**src/rtl/ctx_pkg.sv**
```systemverilog
`timescale 1ns/1ps
package ctx_pkg;

    typedef enum logic [1:0] {
        OP_HOLD = 2'd0,
        OP_ADD  = 2'd1,
        OP_SUB  = 2'd2,
        OP_LOAD = 2'd3
    } ctx_op_e;

    localparam int STORE_SHIFT = 0;
    localparam int STORE_MEM   = 1;

    function automatic int idx_width(input int n);
        return (n > 1) ? $clog2(n) : 1;
    endfunction

endpackage

```
**src/rtl/ctx_slot_counter.sv**
```systemverilog
`timescale 1ns/1ps
module ctx_slot_counter #(
    parameter int N_CTX = 4,
    localparam int IDX_W = ctx_pkg::idx_width(N_CTX)
) (
    input  logic             clk,
    input  logic             rst,
    output logic [IDX_W-1:0] idx,
    output logic             last
);
    localparam logic [IDX_W-1:0] LAST_IDX = IDX_W'(N_CTX - 1);

    always_ff @(posedge clk) begin
        if (rst)
            idx <= '0;
        else if (idx == LAST_IDX)
            idx <= '0;
        else
            idx <= idx + 1'b1;
    end

    assign last = (idx == LAST_IDX);

    a_r1_wrap: assert property (@(posedge clk) disable iff (rst)
        (idx == LAST_IDX) |=> (idx == '0));

    a_r1_step: assert property (@(posedge clk) disable iff (rst)
        (idx != LAST_IDX) |=> (idx == $past(idx) + 1'b1));

    a_r1_reset: assert property (@(posedge clk)
        $past(rst) |-> (idx == '0));

endmodule

```
**src/rtl/ctx_state_store.sv**
```systemverilog
`timescale 1ns/1ps
module ctx_state_store #(
    parameter int              N_CTX      = 4,
    parameter int              DATA_W     = 8,
    parameter logic [DATA_W-1:0] RESET_VAL = '0,
    parameter int              STORE_KIND = ctx_pkg::STORE_SHIFT
) (
    input  logic              clk,
    input  logic              rst,
    input  logic [DATA_W-1:0] wr_state,
    output logic [DATA_W-1:0] rd_state
);
    localparam int IDX_W = ctx_pkg::idx_width(N_CTX);
    localparam logic [IDX_W-1:0] LAST_IDX = IDX_W'(N_CTX - 1);

    generate
        if (STORE_KIND == ctx_pkg::STORE_SHIFT) begin : g_shift
            logic [DATA_W-1:0] stage [N_CTX];

            for (genvar s = 0; s < N_CTX; s++) begin : g_stage
                always_ff @(posedge clk) begin
                    if (rst)
                        stage[s] <= RESET_VAL;
                    else if (s == N_CTX - 1)
                        stage[s] <= wr_state;
                    else
                        stage[s] <= stage[(s + 1) % N_CTX];
                end
            end

            assign rd_state = stage[0];
        end else begin : g_mem
            logic [DATA_W-1:0] mem [N_CTX];
            logic [IDX_W-1:0]  ptr;

            always_ff @(posedge clk) begin
                if (rst) begin
                    ptr <= '0;
                    for (int e = 0; e < N_CTX; e++)
                        mem[e] <= RESET_VAL;
                end else begin
                    mem[ptr] <= wr_state;
                    ptr      <= (ptr == LAST_IDX) ? '0 : ptr + 1'b1;
                end
            end

            assign rd_state = mem[ptr];
        end
    endgenerate

    a_r5_reset_head: assert property (@(posedge clk) disable iff (rst)
        $past(rst) |-> (rd_state == RESET_VAL));

endmodule

```
**src/rtl/ctx_next_state.sv**
```systemverilog
`timescale 1ns/1ps
module ctx_next_state #(
    parameter int DATA_W = 8
) (
    input  ctx_pkg::ctx_op_e  op,
    input  logic [DATA_W-1:0] operand,
    input  logic [DATA_W-1:0] cur_state,
    output logic [DATA_W-1:0] nxt_state
);
    import ctx_pkg::*;

    always_comb begin
        unique case (op)
            OP_HOLD: nxt_state = cur_state;
            OP_ADD:  nxt_state = cur_state + operand;
            OP_SUB:  nxt_state = cur_state - operand;
            OP_LOAD: nxt_state = operand;
            default: nxt_state = cur_state;
        endcase
    end

    always_comb begin
        if (op == OP_LOAD)
            a_r3_load: assert (nxt_state == operand);
    end

endmodule

```
**src/rtl/ctx_mux_engine.sv**
```systemverilog
`timescale 1ns/1ps
module ctx_mux_engine #(
    parameter int                N_CTX      = 4,
    parameter int                DATA_W     = 8,
    parameter logic [DATA_W-1:0] RESET_VAL  = '0,
    parameter int                STORE_KIND = ctx_pkg::STORE_SHIFT,
    localparam int               IDX_W      = ctx_pkg::idx_width(N_CTX)
) (
    input  logic              clk,
    input  logic              rst,
    input  logic [1:0]        in_op,
    input  logic [DATA_W-1:0] in_operand,
    output logic [IDX_W-1:0]  slot_idx,
    output logic              vc_done,
    output logic              res_valid,
    output logic [IDX_W-1:0]  res_idx,
    output logic [DATA_W-1:0] res_state
);
    import ctx_pkg::*;

    logic [DATA_W-1:0] head_state;
    logic [DATA_W-1:0] next_state;
    logic              slot_last;
    ctx_op_e           op_dec;

    assign op_dec = ctx_op_e'(in_op);

    ctx_slot_counter #(.N_CTX(N_CTX)) u_slot (
        .clk  (clk),
        .rst  (rst),
        .idx  (slot_idx),
        .last (slot_last)
    );

    ctx_state_store #(
        .N_CTX      (N_CTX),
        .DATA_W     (DATA_W),
        .RESET_VAL  (RESET_VAL),
        .STORE_KIND (STORE_KIND)
    ) u_store (
        .clk      (clk),
        .rst      (rst),
        .wr_state (next_state),
        .rd_state (head_state)
    );

    ctx_next_state #(.DATA_W(DATA_W)) u_logic (
        .op        (op_dec),
        .operand   (in_operand),
        .cur_state (head_state),
        .nxt_state (next_state)
    );

    assign vc_done = slot_last;

    always_ff @(posedge clk) begin
        if (rst) begin
            res_valid <= 1'b0;
            res_idx   <= '0;
            res_state <= RESET_VAL;
        end else begin
            res_valid <= 1'b1;
            res_idx   <= slot_idx;
            res_state <= next_state;
        end
    end

    a_r6_tag: assert property (@(posedge clk) disable iff (rst)
        !rst |=> (res_valid && res_idx == $past(slot_idx)));

    a_r2_done_last: assert property (@(posedge clk) disable iff (rst)
        (res_valid && res_idx == IDX_W'(N_CTX - 1)) |-> $past(vc_done));

    a_r5_res_clear: assert property (@(posedge clk)
        $past(rst) |-> !res_valid);

endmodule

```
**config.mk**
```make
export PLATFORM = sky130hd
export DESIGN_NAME = ctx_mux_engine
export DESIGN_NICKNAME = d
export VERILOG_FILES = /design/src/rtl/ctx_pkg.sv /design/src/rtl/ctx_slot_counter.sv /design/src/rtl/ctx_state_store.sv /design/src/rtl/ctx_next_state.sv /design/src/rtl/ctx_mux_engine.sv
export SDC_FILE = /design/constraint.sdc
export NUM_CORES = 1
export LEC_CHECK = 0
export CAP_MARGIN = 20
export CORE_MARGIN = 5
export CORE_UTILIZATION = 41
export DETAILED_ROUTE_END_ITERATION = 8
export PLACE_DENSITY_LB_ADDON = 0.25
export SYNTH_ARGS = -nofsm -noshare
export SYNTH_HDL_FRONTEND = slang
export SYNTH_SLANG_ARGS = --single-unit
export TNS_END_PERCENT = 1
```
**constraint.sdc**
```tcl
create_clock -name clk -period 3.66 [get_ports clk]
set_clock_uncertainty 0.2 [all_clocks]
set_input_delay 0.549 -clock clk [delete_from_list [all_inputs] [get_ports clk]]
set_output_delay 0.549 -clock clk [all_outputs]
set_load 0.03 [all_outputs]
```
After elaboration in Yosys (flattened, before gate mapping). Memories as Yosys holds them, arrays and structs flattened. Index checks and enable logic that the tools add are counted.

Flip-flop bits (word level): 13. Bits in latches: 0. Bits in writable memories: 32. Memory bits (read-only): 0. Input port bits: 12. Output and inout bits: 14. Word-level logic and storage cells: 26. Memories: 1.

Memory list: u_store.g_shift.stage (depth 4, bits a word 8, read ports 4, clocked after Yosys merged registers in 0, wr ports 4, RTL line ctx_state_store.sv:18) `logic [DATA_W-1:0] stage [N_CTX];`.

Add/sub/neg operators: 3. Multipliers: 0. Divide/modulo/power cells: 0. $lt $le $gt $ge: 0. Eq/ne operators: 4. Shift operators: 0. Muxes and demuxes: 8. Bitwise logic cells: 4. Reduce and logical (&&, ||, !) cells: 2.

Operator list (number): $mux W8 (4); $pmux W8 S4 (1); $add A8 B8 Y8 (1); $sub A8 B8 Y8 (1); $eq A2 B2 Y1 const B (3); $or A1 B1 Y1 (4); $mux W1 (3); $add A2 B1 Y2 const B (1); $eq A2 B1 Y1 const B (1); $logic_not A2 Y1 (1); $reduce_or A2 Y1 (1).

Longest topological paths before layout. Gate-level depths: netlist of run 1.

Depth after elaboration: 3. Depth in mapped cells: 10. Gate-level depth less buffers: 10.

Hierarchy. A second synthesis of run 1 with hierarchy kept.

Cell total of the unflattened synthesis: 186. Area, all modules: 1910.6 µm².

Modules (own cells, without submodules): ctx_state_store (instances 1, cells an instance 67, area an instance 863.3 µm², seq. area each 640.6 µm²); ctx_next_state (instances 1, cells an instance 91, area an instance 639.4 µm², seq. area each 0.0 µm²); ctx_mux_engine (instances 1, cells an instance 23, area an instance 332.8 µm², seq. area each 220.2 µm²); ctx_slot_counter (instances 1, cells an instance 5, area an instance 75.1 µm², seq. area each 40.0 µm²).

Worst setup path before layout of run 1. Ideal clock, no wire load.

Path kind: input port to flip-flop. Start: input in_op[0]. End: memory u_store.g_shift.stage[3][6]. Setup time: 127 ps. Data arrival time: 2404 ps. Data required time: 3333 ps. Setup slack: 929 ps. Cell stages on the path: 9. Buffers on the path: 0. Cell sequence: inv_1 -> ha_1 -> mux2_2 -> fa_1 -> nor2b_1 -> o21a_1 -> o21ai_1 -> and3_1 -> or3_1.

RTL lines: start, declared (RTL line ctx_mux_engine.sv:11) `input logic [1:0] in_op,`; end, declared (RTL line ctx_state_store.sv:18).

==> results of run 1 <==
[critical path, stage by stage]
cell	delay [ps]
clkdlybuf4s50_1	540
inv_1	70
ha_1	230
a31oi_1	230
xnor2_1	90
ha_1	380
nand2b_1	130
o21ai_1	60
a221oi_1	330
nor3_1	80
or3_1	380
[report_power, final]
part / switching, mW / total [mW] / internal (mW)
Sequential: 0.00944 / 0.436 / 0.427
Combinational: 0.102 / 0.190 / 0.0876
Clock: 0.133 / 0.403 / 0.270
[worst paths after layout]
path                                    start                           to  slack [ps]  cells after the start
setup / recovery                in_operand[0]  u_store.g_shift.stage[3][6]         550                     11
hold / removal    u_store.g_shift.stage[2][1]  u_store.g_shift.stage[1][1]         240                      1
setup reg to reg  u_store.g_shift.stage[0][0]  u_store.g_shift.stage[3][6]        1560                      8
hold reg to reg   u_store.g_shift.stage[2][1]  u_store.g_shift.stage[1][1]         240                      1
[metal layers]
metal,share of wire (%),GRT usage (%),vias to the layer above
li1,-,-,624
met1,44,15.7,582
met2,51,23.0,18
met3,3.4,4.38,6
met4,1.5,5.63,0
met5,0,0,-
[kinds of logic after synthesis]
| family | count (synthesis) |
|---|---|
| AO/OA/AOI/OAI | 29 |
| XOR/XNOR | 11 |
| adder cells (fa/ha/maj) | 13 |
| buffers and inverters | 22 |
| flip-flops | 37 |
| multiplexers | 1 |
| AND/OR/NAND/NOR | 59 |
[through the flow]
stage / area, sq um / total power, mW
detailed placement: 1950 / 0.634
global placement: 1950 / 0.629
CTS: 2080 / 1.04
finish: 2080 / 1.03
global route: 2080 / 1.08
floorplan: 1670 / 0.569
[sequential cells by signal, summed over array words and instances (netlist names)]
register	cells
res_valid	1
res_idx	2
u_store.g_shift.stage	32
u_slot.idx	2
[area by class of cell]
class                           count  area, sq um
Inverter                           15         56.3
Sequential cell                    37          741
Clock inverter                      3         65.1
Tap cell                           50         62.6
Multi-Input combinational cell    113          830
Timing Repair Buffer               26          258
Fill cell                         375         1890
Clock buffer                        5         68.8
[layout by cell type (no fill, tap or decap), types with 2 or more instances in the layout]
| cell | Yosys | final |
|---|---|---|
| a221oi_1 | 3 | 3 |
| nand2_1 | 5 | 5 |
| nand2b_1 | 2 | 2 |
| a21o_1 | 2 | 2 |
| inv_1 | 14 | 14 |
| bufinv_16 | 0 | 2 |
| nor2_1 | 8 | 8 |
| xnor2_1 | 9 | 9 |
| a211oi_1 | 2 | 2 |
| nor3_2 | 2 | 2 |
| dfxtp_1 | 37 | 37 |
| o21ai_1 | 2 | 2 |
| xor2_1 | 2 | 2 |
| clkdlybuf4s50_1 | 0 | 25 |
| nor2b_1 | 29 | 29 |
| nor3_1 | 5 | 5 |
| ha_1 | 12 | 12 |
| clkbuf_8 | 0 | 5 |
| nand3b_1 | 2 | 2 |
| a31oi_1 | 4 | 4 |
| o21ai_0 | 2 | 2 |
| a21oi_1 | 9 | 9 |
==> flow_metrics.env, run 1 <==
export IMPL_status="finished clean"
export IMPL_drc=0
export IMPL_drv_slew=0
export IMPL_min_period_ps=3110
export IMPL_tightest_slew_ps=618
export IMPL_min_path_type="flop to flop"
export IMPL_cts_path_max_buffers=2
export IMPL_cts_clk_slew_worst_paths_ps=70
export IMPL_place_gp_congestion=0.825
export IMPL_critPathKind="input port to flop"
export IMPL_coreArea_sq_um=3970
export IMPL_die_x_um=73.8
export IMPL_synth_compound_area_share_pct=11.8
export IMPL_totalWireLength_mm=3.28
export IMPL_setup_ws_ps=553
export IMPL_synth_simple_area_share_pct=21.3
export IMPL_finalCritPeriodShare_pct=84.9
export IMPL_fin_tns_setup_ps=0
export IMPL_drt_wirelength_per_cell_um=13.2
export IMPL_die_y_um=73.8
export IMPL_syn_nets=197
export IMPL_dp_cells=241
export IMPL_grt_max_degree=25
export IMPL_synth_edf_count=0
export IMPL_synth_xor_area_share_pct=5.78
export IMPL_synthDistinctLibCells=35
export IMPL_fmax_mhz=322
export IMPL_postCtsHoldBufs=0
export IMPL_startpoint_type="input port"
export IMPL_vdd_ir_drop_max_v=0.000334
export IMPL_drt_iter0_markers=39
export IMPL_dp_hpwl_mm=2.43
export IMPL_synthAdderAreaFrac_pct=10.2
export IMPL_cp_max_fo=6
export IMPL_netlist_area_sq_um=1670
export IMPL_nNetsFinal=223
export IMPL_place_ws_ps=288
export IMPL_synth_top_area_share_pct=44.4
export IMPL_cts_sinks=37
export IMPL_cts_buffers=5
export IMPL_hold_viol=0
export IMPL_gr_usage_all_layers_pct=13.6
export IMPL_timing_slew_headroom_pct=58.8
export IMPL_worstPathRequired_ps=3630
export IMPL_synth_largest_area_cell="dfxtp_1"
export IMPL_cts_resized=0
export IMPL_rsz0062_at_grt="no"
export IMPL_stdcell_count=249
export IMPL_setup_viol=0
export IMPL_arrival_ps=3070
export IMPL_firstDrtPassIters=4
export IMPL_final_util_pct=52.4
export IMPL_ys_top_cells_by_count="dfxtp_1 (37), nor2b_1 (29), inv_1 (14), ha_1 (12)"
export IMPL_ys_seq_area_share_pct=44.4
export IMPL_p_leak_nw=0.860
export IMPL_synth_mux_area_share_pct=0.675
export IMPL_synth_most_common_cell="dfxtp_1"
export IMPL_synthArstFlopShare_pct=0
export IMPL_core_rowCount=23
export IMPL_avgSynthCellArea_sq_um=9.70
export IMPL_start_util_pct=42.0
export IMPL_syn2layout_area_growth_pct=24.8
export IMPL_yosys_warnings=0
export IMPL_final_layout_size_suffix_gt1_share_pct=7.54
export IMPL_antenna_found_initial=0
export IMPL_drv_cap=0
export IMPL_htree_levels=2
export IMPL_n_antenna_cell=0
export IMPL_cts_tree="done"
export IMPL_holdWs_ps=243
export IMPL_power_per_cell_area_nw_per_um2=494
export IMPL_synth_flop_cell="dfxtp_1"
export IMPL_io_buffer_count=25
export IMPL_viasPerCell=4.94
export IMPL_ant_nets=0
export IMPL_synth_seq_cells=37
export IMPL_route_vias_total=1230
export IMPL_cp_end_kind="flop"
export IMPL_grt_pass1_wl_mm=5.69
export IMPL_grt_pass1_vias=1274
export IMPL_clock_latency_ps=280
export IMPL_grt_overflow_total=0
export IMPL_io_pins=26
export IMPL_fp_dieArea_sq_um=5440
export IMPL_cts_root_buf="clkbuf_8"
export IMPL_netlist_instances=172
export IMPL_cts_setup_buffers=0
export IMPL_synth_top_family_by_area="simple AND/OR/NAND/NOR gates"
export IMPL_synthTopCellsByArea="dfxtp_1 (44%), nor2b_1 (11%), ha_1 (9.0%)"
No activity file was read; power rests on OpenSTA's default activity.
==> run 2, diff against run 1 <==
- clock period: 3.66 -> 2.7 ns (I/O delays scaled with it)
==> flow_metrics.env, run 2 (synthesized netlist as in run 1, its figures left out) <==
export IMPL_status="finished clean"
export IMPL_min_period_ps=2600
export IMPL_timing_slew_headroom_pct=75.1
export IMPL_grt_pass1_vias=1411
export IMPL_viasPerCell=4.94
export IMPL_final_util_pct=57.1
export IMPL_coreArea_sq_um=3970
export IMPL_critPathKind="input port to flop"
export IMPL_fmax_mhz=385
export IMPL_cp_end_kind="flop"
export IMPL_worstPathRequired_ps=2660
export IMPL_cts_tree="done"
export IMPL_firstDrtPassIters=4
export IMPL_ant_nets=0
export IMPL_final_cell_mix="dfxtp_1 (37), nor2b_1 (28), clkdlybuf4s50_1 (19), buf_4 (19), inv_1 (13)"
export IMPL_die_y_um=73.8
export IMPL_clkPwrFrac_pct=29.1
export IMPL_drv_cap=0
export IMPL_drv_slew=0
export IMPL_die_x_um=73.8
export IMPL_setup_viol=0
export IMPL_layout_commonest_cell="dfxtp_1"
export IMPL_hold_viol=0
export IMPL_place_gp_congestion=0.855
export IMPL_rsz0062_at_grt="no"
export IMPL_cts_buffers=5
export IMPL_grt_pass1_wl_mm=6.36
export IMPL_finalPower_mw=1.26
export IMPL_vdd_ir_drop_max_v=0.000303
export IMPL_io_pins=26
export IMPL_top_register="u_store.g_shift.stage"
export IMPL_cts_sinks=37
export IMPL_fin_tns_setup_ps=0
export IMPL_drc=0
export IMPL_p_leak_nw=0.977
export IMPL_drt_wirelength_per_cell_um=13.5
export IMPL_finalCritPeriodShare_pct=96.3
export IMPL_clock_latency_ps=280
export IMPL_grt_overflow_total=0
export IMPL_cp_max_fo=4
export IMPL_cts_root_buf="clkbuf_8"
export IMPL_core_rowCount=23
export IMPL_drt_iter0_markers=53
export IMPL_cts_path_max_buffers=2
export IMPL_nNetsFinal=241
export IMPL_htree_levels=2
export IMPL_largest_reg_flops=32
export IMPL_tightest_slew_ps=374
export IMPL_switching_share_pct=26.5
export IMPL_arrival_ps=2560
export IMPL_holdWs_ps=238
export IMPL_fp_dieArea_sq_um=5440
export IMPL_cts_clk_slew_worst_paths_ps=60
export IMPL_cp_slowest_cell="clkdlybuf4s50_1"
export IMPL_min_path_type="flop to flop"
export IMPL_regArea_sq_um=741
export IMPL_p_comb_share_pct=24.0
export IMPL_place_ws_ps=-550
export IMPL_grt_max_degree=37
export IMPL_startpoint_type="input port"
export IMPL_cpPeakStageDelay_ps=560
export IMPL_crit_chain="clkdlybuf4s50_1, inv_1, a31oi_4, xnor2_2, ha_4, nand2b_1, o21ai_1, a221oi_2, nor3_1, or3_1"
export IMPL_p_int_mw=0.929
export IMPL_syn2layout_area_growth_pct=35.9
export IMPL_final_layout_size_suffix_gt1_share_pct=20.4
export IMPL_n_antenna_cell=0
export IMPL_gr_usage_all_layers_pct=15.2
export IMPL_route_vias_total=1315
export IMPL_seqPwrFrac_pct=46.8
export IMPL_io_buffer_count=25
export IMPL_nFillCells=337
export IMPL_antenna_found_initial=0
export IMPL_setup_ws_ps=100
export IMPL_multi_input_area_sq_um=920
export IMPL_totalWireLength_mm=3.59
export IMPL_top_regs="u_store.g_shift.stage x32, res_idx x2, u_slot.idx x2"
export IMPL_power_per_cell_area_nw_per_um2=557
export IMPL_p_sw_mw=0.334
export IMPL_start_util_pct=42.0
export IMPL_rrSetupSlack_ps=640
export IMPL_dp_hpwl_mm=2.67
run 2: cell type report:
class	instances	area share [%]
multi-input cells	113	40.6
flip-flops and latches	37	32.7
repair buffers	44	17.7
clock buffers	7	3.81
well taps	50	2.76
inverters	15	2.48
run 2: power by group through the flow:
stage	combinational (mW)	clock, mW	sequential [mW]
detailed placement	0.284	0	0.604
global route	0.331	0.409	0.596
CTS	0.297	0.379	0.592
global placement	0.276	0	0.603
floorplan	0.132	0	0.639
finish	0.304	0.368	0.592
run 2: path summary, 6_finish.rpt:
| kind | from | to | cells after the start |
|---|---|---|---|
| worst max-delay path | in_operand[2] | u_store.g_shift.stage[3][6] | 10 |
| worst min-delay path | u_store.g_shift.stage[1][0] | u_store.g_shift.stage[0][0] | 1 |
| worst max register to register | u_store.g_shift.stage[0][0] | u_store.g_shift.stage[3][6] | 8 |
| worst min register to register | u_store.g_shift.stage[1][0] | u_store.g_shift.stage[0][0] | 1 |
run 2: per-stage QoR:
stage	instance area, sq um	cells
4_1_cts	2220	266
3_5_place_dp	2070	258
5_1_grt	2270	266
3_3_place_gp	2070	258
6_report	2270	266
2_1_floorplan	1670	172
run 2: per-layer routing:
layer  GRT usage [%]  part of all wire, %  wire, um  vias up
li1                -                    -         -      660
met2            27.0                   53      1890       34
met4            7.24                  3.3       118        0
met5               0                    0         0        -
met1            16.5                   39      1410      606
met3            4.38                  4.7       170       15
run 2: timing repair:
item,CTS,global route
setup endpoints to repair,4,4
pin swaps,7,8
hold buffers,0,0
gates resized for setup,13,11
setup buffers,1,0
hold endpoints to repair,0,0
run 2: critical path: cells and delay by family:
| family | cells | cell delay [ps] |
|---|---|---|
| AO/OA/AOI/OAI | 3 | 540 |
| adder cells (fa/ha/maj) | 1 | 290 |
| XOR/XNOR | 1 | 110 |
| buffers and inverters | 2 | 670 |
| AND/OR/NAND/NOR | 3 | 540 |
==> run 3, diff against run 2 <==
- SKIP_CTS_REPAIR_TIMING: default -> 1
==> flow_metrics.env, run 3 (synthesized netlist as in run 1, its figures left out) <==
export IMPL_min_period_ps=2420
export IMPL_core_rowCount=23
export IMPL_nNetsFinal=241
export IMPL_stdcell_count=266
export IMPL_drc=0
export IMPL_grt_overflow_total=0
export IMPL_worstPathRequired_ps=2660
export IMPL_r2r_start="u_store.g_shift.stage[0][0]"
export IMPL_multi_input_area_sq_um=916
export IMPL_drv_slew=0
export IMPL_coreArea_sq_um=3970
export IMPL_io_pins=26
export IMPL_critical_path_startpoint="in_op[0]"
export IMPL_clock_latency_ps=280
export IMPL_met3_length_um=127
export IMPL_cts_clk_slew_worst_paths_ps=70
export IMPL_grt_max_degree=37
export IMPL_cts_buffers=5
export IMPL_gr_usage_all_layers_pct=14.8
export IMPL_antenna_found_initial=0
export IMPL_timing_slew_headroom_pct=75.0
export IMPL_cts_sinks=37
export IMPL_fmax_mhz=413
export IMPL_holdWs_ps=238
export IMPL_worstHoldStart="u_store.g_shift.stage[1][0]"
export IMPL_layout_commonest_cell="dfxtp_1"
export IMPL_arrival_ps=2380
export IMPL_dp_cells=258
export IMPL_critPathKind="input port to flop"
export IMPL_regArea_sq_um=741
export IMPL_rrSetupSlack_ps=580
export IMPL_largest_reg_flops=32
export IMPL_final_area_sq_um=2270
export IMPL_drt_wirelength_per_cell_um=13.4
export IMPL_dp_hpwl_mm=2.67
export IMPL_rsz0062_at_grt="no"
export IMPL_totalWireLength_mm=3.57
export IMPL_grt_pass1_vias=1418
export IMPL_die_x_um=73.8
export IMPL_cp_max_fo=7
export IMPL_wl_met2_mm=1.88
export IMPL_cpPeakStageDelay_ps=360
export IMPL_cts_tree="done"
export IMPL_cp_slowest_cell="fa_2"
export IMPL_final_util_pct=57.3
export IMPL_power_per_cell_area_nw_per_um2=555
export IMPL_min_path_type="flop to flop"
export IMPL_dpl_instance_area_sq_um=2070
export IMPL_vdd_ir_drop_max_v=0.000307
export IMPL_dr_max_layer_used="met4"
export IMPL_crit_buf_inv=2
export IMPL_drv_cap=0
export IMPL_place_gp_congestion=0.855
export IMPL_nFillCells=338
export IMPL_startpoint_type="input port"
export IMPL_cts_path_max_buffers=2
export IMPL_ant_nets=0
export IMPL_finalCritPeriodShare_pct=89.8
export IMPL_p_leak_nw=1.02
export IMPL_cts_root_buf="clkbuf_8"
export IMPL_htree_levels=2
export IMPL_hold_viol=0
export IMPL_fin_tns_setup_ps=0
export IMPL_crit_family="simple AND/OR/NAND/NOR gates"
export IMPL_io_buffer_count=25
export IMPL_n_antenna_cell=0
export IMPL_cp_end_kind="flop"
export IMPL_final_layout_size_suffix_gt1_share_pct=19.4
export IMPL_tightest_slew_ps=375
export IMPL_drt_iter0_markers=68
export IMPL_syn2layout_area_growth_pct=36.4
export IMPL_route_vias_total=1286
export IMPL_setup_viol=0
export IMPL_top_register="u_store.g_shift.stage"
export IMPL_die_y_um=73.8
export IMPL_firstDrtPassIters=4
export IMPL_fp_dieArea_sq_um=5440
export IMPL_crit_chain="dlymetal6s2s_1, inv_2, ha_4, mux2_4, fa_2, nor2b_2, o21a_1, o21ai_2, and3_1, or3_1"
export IMPL_viasPerCell=4.83
export IMPL_final_cell_mix="dfxtp_1 (37), nor2b_1 (28), buf_4 (19)"
export IMPL_grt_pass1_wl_mm=6.22
export IMPL_start_util_pct=42.0
export IMPL_wl_met1_mm=1.50
export IMPL_top_regs="u_store.g_shift.stage x32, res_idx x2, u_slot.idx x2"
export IMPL_status="finished clean"
-- run 3: final cells by class --
type | count | share of cell area [%]
multi-input combinational | 113 | 40.3
sequential | 37 | 32.6
timing repair buffer | 44 | 18.2
clock buffer | 7 | 3.80
tap | 50 | 2.75
inverter | 15 | 2.48
-- run 3: metal layers --
| metal | track usage [%] | up-vias |
|---|---|---|
| met4 | 7.04 | 0 |
| met1 | 16.1 | 601 |
| met3 | 4.24 | 7 |
| li1 | - | 659 |
| met5 | 0 | - |
| met2 | 26.1 | 19 |
-- run 3: report_power, final --
group / total, mW / internal, mW / switching [mW]
Sequential: 0.591 / 0.579 / 0.0128
Combinational: 0.302 / 0.147 / 0.155
Clock: 0.369 / 0.202 / 0.167
-- run 3: final timing paths --
kind                            cells after the start                          end
worst max-delay path                               10  u_store.g_shift.stage[3][6]
worst min-delay path                                1  u_store.g_shift.stage[0][0]
worst max register to register                      8  u_store.g_shift.stage[3][6]
worst min register to register                      1  u_store.g_shift.stage[0][0]
-- run 3: per-stage QoR --
| stage | power (mW) | setup slack (ps) |
|---|---|---|
| final | 1.26 | 276 |
| after global routing | 1.33 | 185 |
| after CTS | 1.26 | -261 |
| after detailed placement | 0.888 | -550 |
| after global placement | 0.878 | -410 |
| after floorplan | 0.771 | 113 |
